$ cat src/rtl/seg_pack_pkg.sv
package seg_pack_pkg;

  // Action applied to the lane merger in one cycle
  typedef enum logic [1:0] {
    ACT_IDLE  = 2'd0,
    ACT_PUSH  = 2'd1,
    ACT_FLUSH = 2'd2
  } merge_act_e;

  // Mask with the low n bits set (n at most 8)
  function automatic logic [7:0] low_ones(input int n);
    logic [8:0] t;
    t = (9'd1 << n) - 9'd1;
    return t[7:0];
  endfunction

endpackage

$ cat src/rtl/seg_len_tracker.sv
module seg_len_tracker #(
  parameter int LEN_W = 17,
  parameter int BYTES = 4,
  parameter int NB_W  = 3
) (
  input  logic             clk,
  input  logic             rst,
  input  logic             cmd_take,
  input  logic [LEN_W-1:0] cmd_len,
  input  logic             word_take,
  output logic             active,
  output logic [NB_W-1:0]  word_bytes
);

  logic [LEN_W-1:0] remain;

  assign active     = (remain != '0);
  assign word_bytes = (remain >= LEN_W'(BYTES)) ? NB_W'(BYTES) : remain[NB_W-1:0];

  always_ff @(posedge clk) begin
    if (rst)
      remain <= '0;
    else if (cmd_take)
      remain <= cmd_len;
    else if (word_take)
      remain <= remain - LEN_W'(word_bytes);
  end


  len_nonzero_chk: assert property (@(posedge clk) disable iff (rst)
    cmd_take |-> (cmd_len != '0));


  seg_done_chk: assert property (@(posedge clk) disable iff (rst)
    (word_take && remain <= LEN_W'(BYTES)) |=> !active);

endmodule

$ cat src/rtl/lane_merger.sv
module lane_merger
  import seg_pack_pkg::*;
#(
  parameter int BYTES  = 4,
  parameter int FILL_W = 2,
  parameter int NB_W   = 3
) (
  input  logic               clk,
  input  logic               rst,
  input  merge_act_e         act,
  input  logic [BYTES*8-1:0] din,
  input  logic [NB_W-1:0]    nb,
  output logic               emit,
  output logic [BYTES*8-1:0] word,
  output logic [BYTES-1:0]   mask
);

  localparam int DW  = BYTES * 8;
  localparam int CW  = (BYTES - 1) * 8;
  localparam int WIN = (2 * BYTES - 1) * 8;

  logic [CW-1:0]     carry;
  logic [FILL_W-1:0] fill;
  logic [DW-1:0]     din_kept;
  logic [WIN-1:0]    window;
  logic [NB_W-1:0]   total;
  logic              reaches_full;

  // Drop lanes beyond the byte count of this word
  always_comb begin
    for (int i = 0; i < BYTES; i++)
      din_kept[8*i +: 8] = (NB_W'(i) < nb) ? din[8*i +: 8] : 8'h00;
  end

  assign window       = WIN'(carry) | (WIN'(din_kept) << {fill, 3'b000});
  assign total        = NB_W'(fill) + nb;
  assign reaches_full = (total >= NB_W'(BYTES));

  always_comb begin
    emit = 1'b0;
    word = '0;
    mask = '0;
    if (act == ACT_PUSH && reaches_full) begin
      emit = 1'b1;
      word = window[DW-1:0];
      mask = '1;
    end else if (act == ACT_FLUSH && fill != '0) begin
      emit = 1'b1;
      word = {{(DW-CW){1'b0}}, carry};
      mask = BYTES'(low_ones(int'(fill)));
    end
  end

  always_ff @(posedge clk) begin
    if (rst) begin
      carry <= '0;
      fill  <= '0;
    end else if (act == ACT_PUSH) begin
      if (reaches_full) begin
        carry <= window[DW +: CW];
        fill  <= FILL_W'(total - NB_W'(BYTES));
      end else begin
        carry <= window[CW-1:0];
        fill  <= FILL_W'(total);
      end
    end else if (act == ACT_FLUSH) begin
      carry <= '0;
      fill  <= '0;
    end
  end


  flush_clears_chk: assert property (@(posedge clk) disable iff (rst)
    (act == ACT_FLUSH) |=> (fill == '0));


  fill_grows_chk: assert property (@(posedge clk) disable iff (rst)
    (act == ACT_PUSH && !emit) |=> (fill > $past(fill)));

endmodule

$ cat src/rtl/pack_out_reg.sv
module pack_out_reg #(
  parameter int BYTES = 4
) (
  input  logic               clk,
  input  logic               rst,
  input  logic               emit,
  input  logic [BYTES*8-1:0] word,
  input  logic [BYTES-1:0]   mask,
  output logic               wr_en,
  output logic [BYTES*8-1:0] wr_data,
  output logic [BYTES-1:0]   wr_mask
);

  always_ff @(posedge clk) begin
    if (rst) begin
      wr_en   <= 1'b0;
      wr_data <= '0;
      wr_mask <= '0;
    end else begin
      wr_en   <= emit;
      wr_data <= word;
      wr_mask <= mask;
    end
  end


  mask_contig_chk: assert property (@(posedge clk) disable iff (rst)
    wr_en |-> ((wr_mask != '0) && ((wr_mask & (wr_mask + 1'b1)) == '0)));

endmodule

$ cat src/rtl/seg_byte_packer.sv
module seg_byte_packer
  import seg_pack_pkg::*;
#(
  parameter int DATA_W = 32,
  parameter int LEN_W  = 17
) (
  input  logic              clk,
  input  logic              rst,
  input  logic              cmd_valid,
  output logic              cmd_ready,
  input  logic [LEN_W-1:0]  cmd_len,
  input  logic              din_valid,
  output logic              din_ready,
  input  logic [DATA_W-1:0] din_data,
  input  logic              flush,
  output logic              flush_ready,
  output logic              wr_en,
  output logic [DATA_W-1:0] wr_data,
  output logic [DATA_W/8-1:0] wr_mask,
  input  logic              wr_full
);

  localparam int BYTES  = DATA_W / 8;
  localparam int FILL_W = $clog2(BYTES);
  localparam int NB_W   = FILL_W + 1;

  logic             seg_active;
  logic [NB_W-1:0]  word_bytes;
  logic             cmd_take;
  logic             word_take;
  logic             flush_take;
  merge_act_e       act;
  logic             emit;
  logic [DATA_W-1:0] m_word;
  logic [BYTES-1:0] m_mask;

  assign cmd_ready   = !seg_active;
  assign din_ready   = seg_active && !wr_full;
  assign flush_ready = !seg_active && !wr_full;
  assign cmd_take    = cmd_valid && cmd_ready;
  assign word_take   = din_valid && din_ready;
  assign flush_take  = flush && flush_ready;

  always_comb begin
    if (word_take)       act = ACT_PUSH;
    else if (flush_take) act = ACT_FLUSH;
    else                 act = ACT_IDLE;
  end

  seg_len_tracker #(.LEN_W(LEN_W), .BYTES(BYTES), .NB_W(NB_W)) u_len (
    .clk        (clk),
    .rst        (rst),
    .cmd_take   (cmd_take),
    .cmd_len    (cmd_len),
    .word_take  (word_take),
    .active     (seg_active),
    .word_bytes (word_bytes)
  );

  lane_merger #(.BYTES(BYTES), .FILL_W(FILL_W), .NB_W(NB_W)) u_merge (
    .clk  (clk),
    .rst  (rst),
    .act  (act),
    .din  (din_data),
    .nb   (word_bytes),
    .emit (emit),
    .word (m_word),
    .mask (m_mask)
  );

  pack_out_reg #(.BYTES(BYTES)) u_out (
    .clk     (clk),
    .rst     (rst),
    .emit    (emit),
    .word    (m_word),
    .mask    (m_mask),
    .wr_en   (wr_en),
    .wr_data (wr_data),
    .wr_mask (wr_mask)
  );


  no_write_when_full_chk: assert property (@(posedge clk) disable iff (rst)
    wr_en |-> !$past(wr_full));


  partial_only_flush_chk: assert property (@(posedge clk) disable iff (rst)
    (wr_en && wr_mask != '1) |-> $past(flush_take));

endmodule

$ cat config.mk
export PLATFORM = sky130hd
export DESIGN_NAME = seg_byte_packer
export DESIGN_NICKNAME = d
export VERILOG_FILES = /design/src/rtl/seg_pack_pkg.sv /design/src/rtl/seg_len_tracker.sv /design/src/rtl/lane_merger.sv /design/src/rtl/pack_out_reg.sv /design/src/rtl/seg_byte_packer.sv
export SDC_FILE = /design/constraint.sdc
export NUM_CORES = 1
export LEC_CHECK = 0
export ABC_AREA = 1
export CAP_MARGIN = 10
export CORE_MARGIN = 8
export CORE_UTILIZATION = 25
export DETAILED_ROUTE_END_ITERATION = 16
export DONT_BUFFER_PORTS = 1
export SYNTH_ARGS = -nofsm -noshare
export SYNTH_HDL_FRONTEND = slang
export SYNTH_SLANG_ARGS = --single-unit
$ cat constraint.sdc
create_clock -name clk -period 2.7 [get_ports clk]
set_input_delay 0.54 -clock clk [delete_from_list [all_inputs] [get_ports clk]]
set_output_delay 0.54 -clock clk [all_outputs]
set_load 0.01 [all_outputs]
======== Yosys cells after proc, flatten, opt, wreduce, memory -nomap -nowiden ========
Index checks and enable logic that the tools add are counted.
word-level totals
  register bits ........................... 80
  input bits .............................. 55
  bits in latches ......................... 0
  memories kept ........................... 0
  ROM bits ................................ 0
  bits in writable memories ............... 0
operators by class
  div/mod/pow operators ................... 0
  bitwise operators ....................... 1
  multiply operators ...................... 0
  reduce and logical (&&, ||, !) cells .... 13
  add/subtract/negate cells ............... 4
  multiplexer cells ....................... 21
  shifts and indexed selects .............. 2
  magnitude comparators ................... 6
  equality and inequality tests ........... 2
operator list
  operator                                                                     number
  24-bit two-way mux                                                           4
  24-bit by 56-bit OR with 56-bit output                                       1
  32-bit by 5-bit << shifter with 56-bit output                                1
  17-bit two-way mux                                                           2
  32-bit two-way mux                                                           1
  8-bit two-way mux                                                            4
  17-bit by 3-bit >= comparator with 1-bit output, second input constant       1
  17-bit nonzero test                                                          1
  17-bit by 3-bit subtractor with 17-bit output                                1
  2-bit two-way mux                                                            5
  4-bit two-way mux                                                            2
  1-bit logical AND                                                            7
  1-bit by 3-bit less-than comparator with 1-bit output, first input constant  2
  2-bit by 3-bit less-than comparator with 1-bit output, first input constant  2
  2-bit nonzero test                                                           3
  1-bit by 2-bit << shifter with 4-bit output, first input constant            1
  4-bit by 1-bit subtractor with 4-bit output, second input constant           1
  2-bit by 3-bit adder with 3-bit output                                       1
  3-bit >= comparator, second input constant                                   1
  3-bit two-way mux                                                            1
  2-bit by 1-bit equality test with 1-bit output, second input constant        1
  2-bit equality test, second input constant                                   1
  1-bit zero test                                                              2
  1-bit two-way mux                                                            2
  2-bit by 1-bit subtractor with 2-bit output, second input constant           1

======== Depth between registers and ports, before layout ========
  word-level depth ........................ 10
  depth in mapped cells ................... 18

======== By module ========
From an unflattened synthesis, not the netlist that was laid out.
unflattened totals
  cells, all modules ...................... 775
  area, all modules ....................... 4979.8 sq um
modules (own cells, without submodules)
  module           seq. area each (sq um)  area each (sq um)  cells each  times used
  lane_merger      520.5                   2642.5             461         1
  seg_len_tracker  340.3                   1216.2             187         1
  pack_out_reg     740.7                   1068.5             115         1
  seg_byte_packer  0.0                     52.6               12          1

======== Least setup slack after synthesis ========
No wires, ideal clock.
  path type ............................... reg-to-reg
  start point ............................. register u_len.remain[7]
  end point ............................... register u_out.wr_data[16]
  slack ................................... -0.099 ns
  path buffers ............................ 3
  cell stages (with the launch flop) ...... 19
  data required time ...................... 2.643 ns
  period minus slack after synthesis ...... 2.799 ns
  data arrival time ....................... 2.742 ns
  cells stage by stage .................... dfxtp_1 -> nor2_1 -> nand2_1 -> nor2_2 -> nand2_4 -> buf_2 -> buf_2 -> nor2_1 -> ha_1 -> inv_1 -> fa_1 -> xnor2_4 -> nand2_4 -> nor2_4 -> inv_2 -> nand2_4 -> buf_6 -> o211ai_1 -> inv_2
on the way
  word-level cells in the longest chain between the ends .. 10
RTL lines
  element                                                                                                  line                   source
  from (decl)                                                                                              seg_len_tracker.sv:15  logic [LEN_W-1:0] remain;
  from (signal assigned)                                                                                   seg_len_tracker.sv:24  remain <= cmd_len;
  from (signal assigned)                                                                                   seg_len_tracker.sv:26  remain <= remain - LEN_W'(word_bytes);
  parallel branches: the longest is 9 deep, another holds 17-bit by 3-bit >= comparator with 1-bit output  -
  32-bit two-way mux *                                                                                     lane_merger.sv:43      if (act == ACT_PUSH && reaches_full) begin
  to (signal assigned)                                                                                     pack_out_reg.sv:21     wr_data <= word;
  to (decl)                                                                                                pack_out_reg.sv:10     output logic [BYTES*8-1:0] wr_data,
Mark *: on every way between the ends.
A chain may end at the register's enable or synchronous reset.

======== Worst setup path in the final report ========
  start point ............................. register u_len.remain[11]
  end point ............................... register u_merge.carry[18]
on the way
  word-level cells in the longest chain between the ends .. 8
RTL lines
  element                                                                                        line                                          source
  17-bit by 3-bit >= comparator with 1-bit output / 17-bit nonzero test (equally long branches)  seg_len_tracker.sv:18, seg_len_tracker.sv:17
  3-bit two-way mux / 1-bit zero test (equally long branches)                                    seg_len_tracker.sv:18, seg_byte_packer.sv:39
  1-bit by 3-bit less-than comparator with 1-bit output, or another cell as far along            lane_merger.sv:32                             din_kept[8*i +: 8] = (NB_W'(i) < nb) ? din[8*i +: 8] : 8'h00;
  8-bit two-way mux / 1-bit logical AND (equally long branches)                                  lane_merger.sv:32, seg_byte_packer.sv:42
  32-bit by 5-bit << shifter with 56-bit output / 2-bit two-way mux (equally long branches)      lane_merger.sv:35, seg_byte_packer.sv:46
  24-bit by 56-bit OR with 56-bit output / 2-bit two-way mux (equally long branches)             lane_merger.sv:35, seg_byte_packer.sv:45
  24-bit two-way mux, or another cell as far along                                               lane_merger.sv:59                             if (reaches_full) begin
  24-bit two-way mux / 2-bit nonzero test (equally long branches)                                -
  to (signal assigned)                                                                           lane_merger.sv:60                             carry <= window[DW +: CW];
  to (signal assigned)                                                                           lane_merger.sv:63                             carry <= window[CW-1:0];
  to (decl)                                                                                      lane_merger.sv:22                             logic [CW-1:0] carry;
Parallel ways exist; a longest one is shown, timed or not.

==> flow_summary.yaml <==
run_status:
  status: "completed"
drt:
  drc: 0
  wl_per_cell_um: 17.15
  drt_wl_total_mm: 14.94
  final_antenna_net_count: 0
  drt_iter0_drc: 427
  vias: 4420
  routed_via_density: 5.075
  drt-pass1-iter-count: 5
pwr:
  seqPwrFrac_pct: 24.8
  p_per_area_mw_per_mm2: 1164
  vdd_drop_max_mv: 0.6883
  switchingPower_mw: 2.675
  leakagePower_nw: 2.209
  p_sw_share_pct: 45.20
  intPower_mw: 3.243
  power_frac_comb_pct: 51.2
  clock_power_share_pct: 24.0
synth:
  synth_edf_count: 0
  post-synth-top-count-cell: "nand2_1"
  yosysTopAreaCell: "dfxtp_1"
  netlist_area_mm2: 0.004370
  synth.distinct_cells: 40
  synth.area.top_cells: "dfxtp_1 (37%), nand2_1 (13%), nand3_1 (7.7%)"
  synthArstFlopShare_pct: 0
  syn-num-nets: 696
  ys.flop_type: "dfxtp_1"
  synth_seq_cells: 80
  synth.top_cell.area_share_pct: 36.64
  synth-warning-count: 0
  yosys-top-cells-count: "nand2_1 (147), dfxtp_1 (80), nand3_1 (67)"
  ys_seq_area_share_pct: 36.64
  synth.avg_cell_area_um2: 6.850
  synthCells: 638
floorplanning:
  ios: 95
  die_w_um: 148.2
  core_mm2: 0.01718
  die-area_mm2: 0.02197
  die_h_um: 148.2
  num_rows: 48
  start_util_pct: 25.44
sta:
  hold_ws_ns: 0.2774
  worstMarginPinSlew_ns: 0.5188
  clock_skew_ns: 0.006713
  rsz0062_at_grt: "no"
  fin_setup_tns_ns: 0
  timing.final.crit_share_pct: 93.21
  finalSetupViolCount: 0
  slew_viol_final: 0
  hold_viol_final: 0
  period_minus_slack_ns: 2.517
  slew_headroom_pct: 65.31
  fmax_mhz: 397.4
clock_network:
  clk_path_buf_depth: 2
  cts_setup_buffers: 0
  worstSkewPairLatency_ns: 0.34
  h-tree-depth: 3
  clock-sinks: 80
  cts_tree: "yes"
  cts_root_buf: "clkbuf_16"
  clk_pin_slew_ns: 0.06
  cts_buffers: 9
worst_setup_path:
  cpMostUsedCell: "nor2_1"
  cp-start-kind: "register"
  crit_arrival_ns: 2.78
  slowest_stage: "fa_2"
  crit_path_cell_trace: "nor2_1, nand2_1, nor2_4, nand2_4, nor2_1, ha_1, inv_1, fa_2, xor2_1, nor2_1, nand2_2, buf_4, o22ai_1, a21oi_1, nor2_1"
  critical-path-max-stage-delay_ns: 0.40
  worst-path-max-fanout: 7
  crit_required_ns: 2.97
  critical_path_class: "reg -> reg"
  worstSetupEndpointType: "register"
grt:
  grt_usage_pct: 13.27
  grt_pass1_wl_mm: 22.80
  grt_pass1_vias: 4038
  grt_overflow: 0
  antenna_found_initial: 0
  grt_max_degree: 43
layout:
  areaGrowthSynthToFinish_pct: 16.35
  layout-drive-gt1-share_pct: 13.47
  nNetsFinal: 700
  num_antenna_cells: 0
placed_design:
  portBuffers: 0
  gp_congestion: 0.8691
  hpwl_mm: 10.78
worst_hold_path:
  hp-class: "in -> reg"
job:
  drv_cap: 0
-- what timing repair did --
| item | 4_1_cts | 5_1_grt |
|---|---|---|
| setup endpoints to repair | 0 | 22 |
| hold buffers | 0 | 0 |
| gates resized for setup | 0 | 4 |
-- worst max-delay path: cells and delay by family (launching register included) --
kind	cells	cell delay, ns
simple gates	8	0.94
fa+ha+maj	2	0.54
flops	1	0.33
buf+inv	2	0.22
compound gates	2	0.21
xor+xnor	1	0.20
-- cell type report --
cell class	instances	area, um2
clock inverter	6	116.4
inverter	68	255.2
sequential	80	1602
multi-input combinational	452	2347
tap	225	281.5
fill	1917	12090
timing repair buffer	31	257.7
clock buffer	9	225.2
-- placed cells by master (no fill, tap or decap), types with 8 or more instances in the layout --
cell and n:
nand2_1 146, dfxtp_1 80, nand3_1 67, inv_1 47, nor2_1 40, o21ai_0 40, a21oi_1 40, buf_4 29
o211ai_1 27, inv_2 20, a31oi_1 18, nand4_1 10, clkbuf_16 9, o22ai_1 8
-- sequential cells by signal, indices dropped and copies added, names as in the netlist --
| signal | cells |
|---|---|
| u_merge.fill | 2 |
| u_merge.carry | 24 |
| u_len.remain | 17 |
| u_out.wr_data | 32 |
| u_out.wr_mask | 4 |
| u_out.wr_en | 1 |
-- kinds of logic (layout without fill, tap and decap cells) --
logic type	count (synthesis)	after routing	synth area share [%]
compound gates	159	159	22.07
xor+xnor	4	4	1.231
fa+ha+maj	3	3	1.031
buf+inv	106	114	10.25
flops	80	80	36.64
other cells	1	1	0.08580
simple gates	285	285	28.69
-- metrics by stage --
step | setup slack, ns | utilization, % | cells | power (mW) | cell area, um2
finish | 0.1834 | 29.60 | 871 | 5.918 | 5085
global route | 0.007110 | 29.60 | 871 | 6.391 | 5085
CTS | 0.09384 | 29.49 | 871 | 5.895 | 5066
detailed placement | 0.1108 | 27.51 | 856 | 4.456 | 4725
global placement | 0.1877 | 27.51 | 856 | 4.454 | 4725
floorplan | 0.001266 | - | 638 | 3.697 | 4378
-- power by group through the flow --
| stage | Sequential (mW) | Clock (mW) | Combinational (mW) |
|---|---|---|---|
| global route | 1.48 | 1.51 | 3.40 |
| finish | 1.47 | 1.42 | 3.03 |
| global placement | 1.49 | 0 | 2.97 |
| detailed placement | 1.49 | 0 | 2.97 |
| floorplan | 1.47 | 0 | 2.23 |
| CTS | 1.46 | 1.45 | 2.98 |
-- worst paths after layout --
| check | start | to | slack, ns | depth (start not counted) |
|---|---|---|---|---|
| setup / recovery | u_len.remain[11] | u_merge.carry[18] | 0.18 | 15 |
| hold reg to reg | u_merge.carry[23] | u_merge.carry[23] | 0.48 | 2 |
| setup reg to reg | u_len.remain[11] | u_merge.carry[18] | 0.18 | 15 |
| hold / removal | rst | u_merge.carry[12] | 0.28 | 1 |
-- layer usage --
| layer | GRT usage [%] | vias to the layer above | part of all wire [%] |
|---|---|---|---|
| li1 | - | 2150 | - |
| met1 | 17.69 | 2048 | 44 |
| met2 | 20.82 | 200 | 45 |
| met3 | 3.555 | 22 | 11 |
| met4 | 3.162 | 0 | 0.87 |
| met5 | 0 | - | 0 |
No activity file was read; power rests on OpenSTA's default activity.
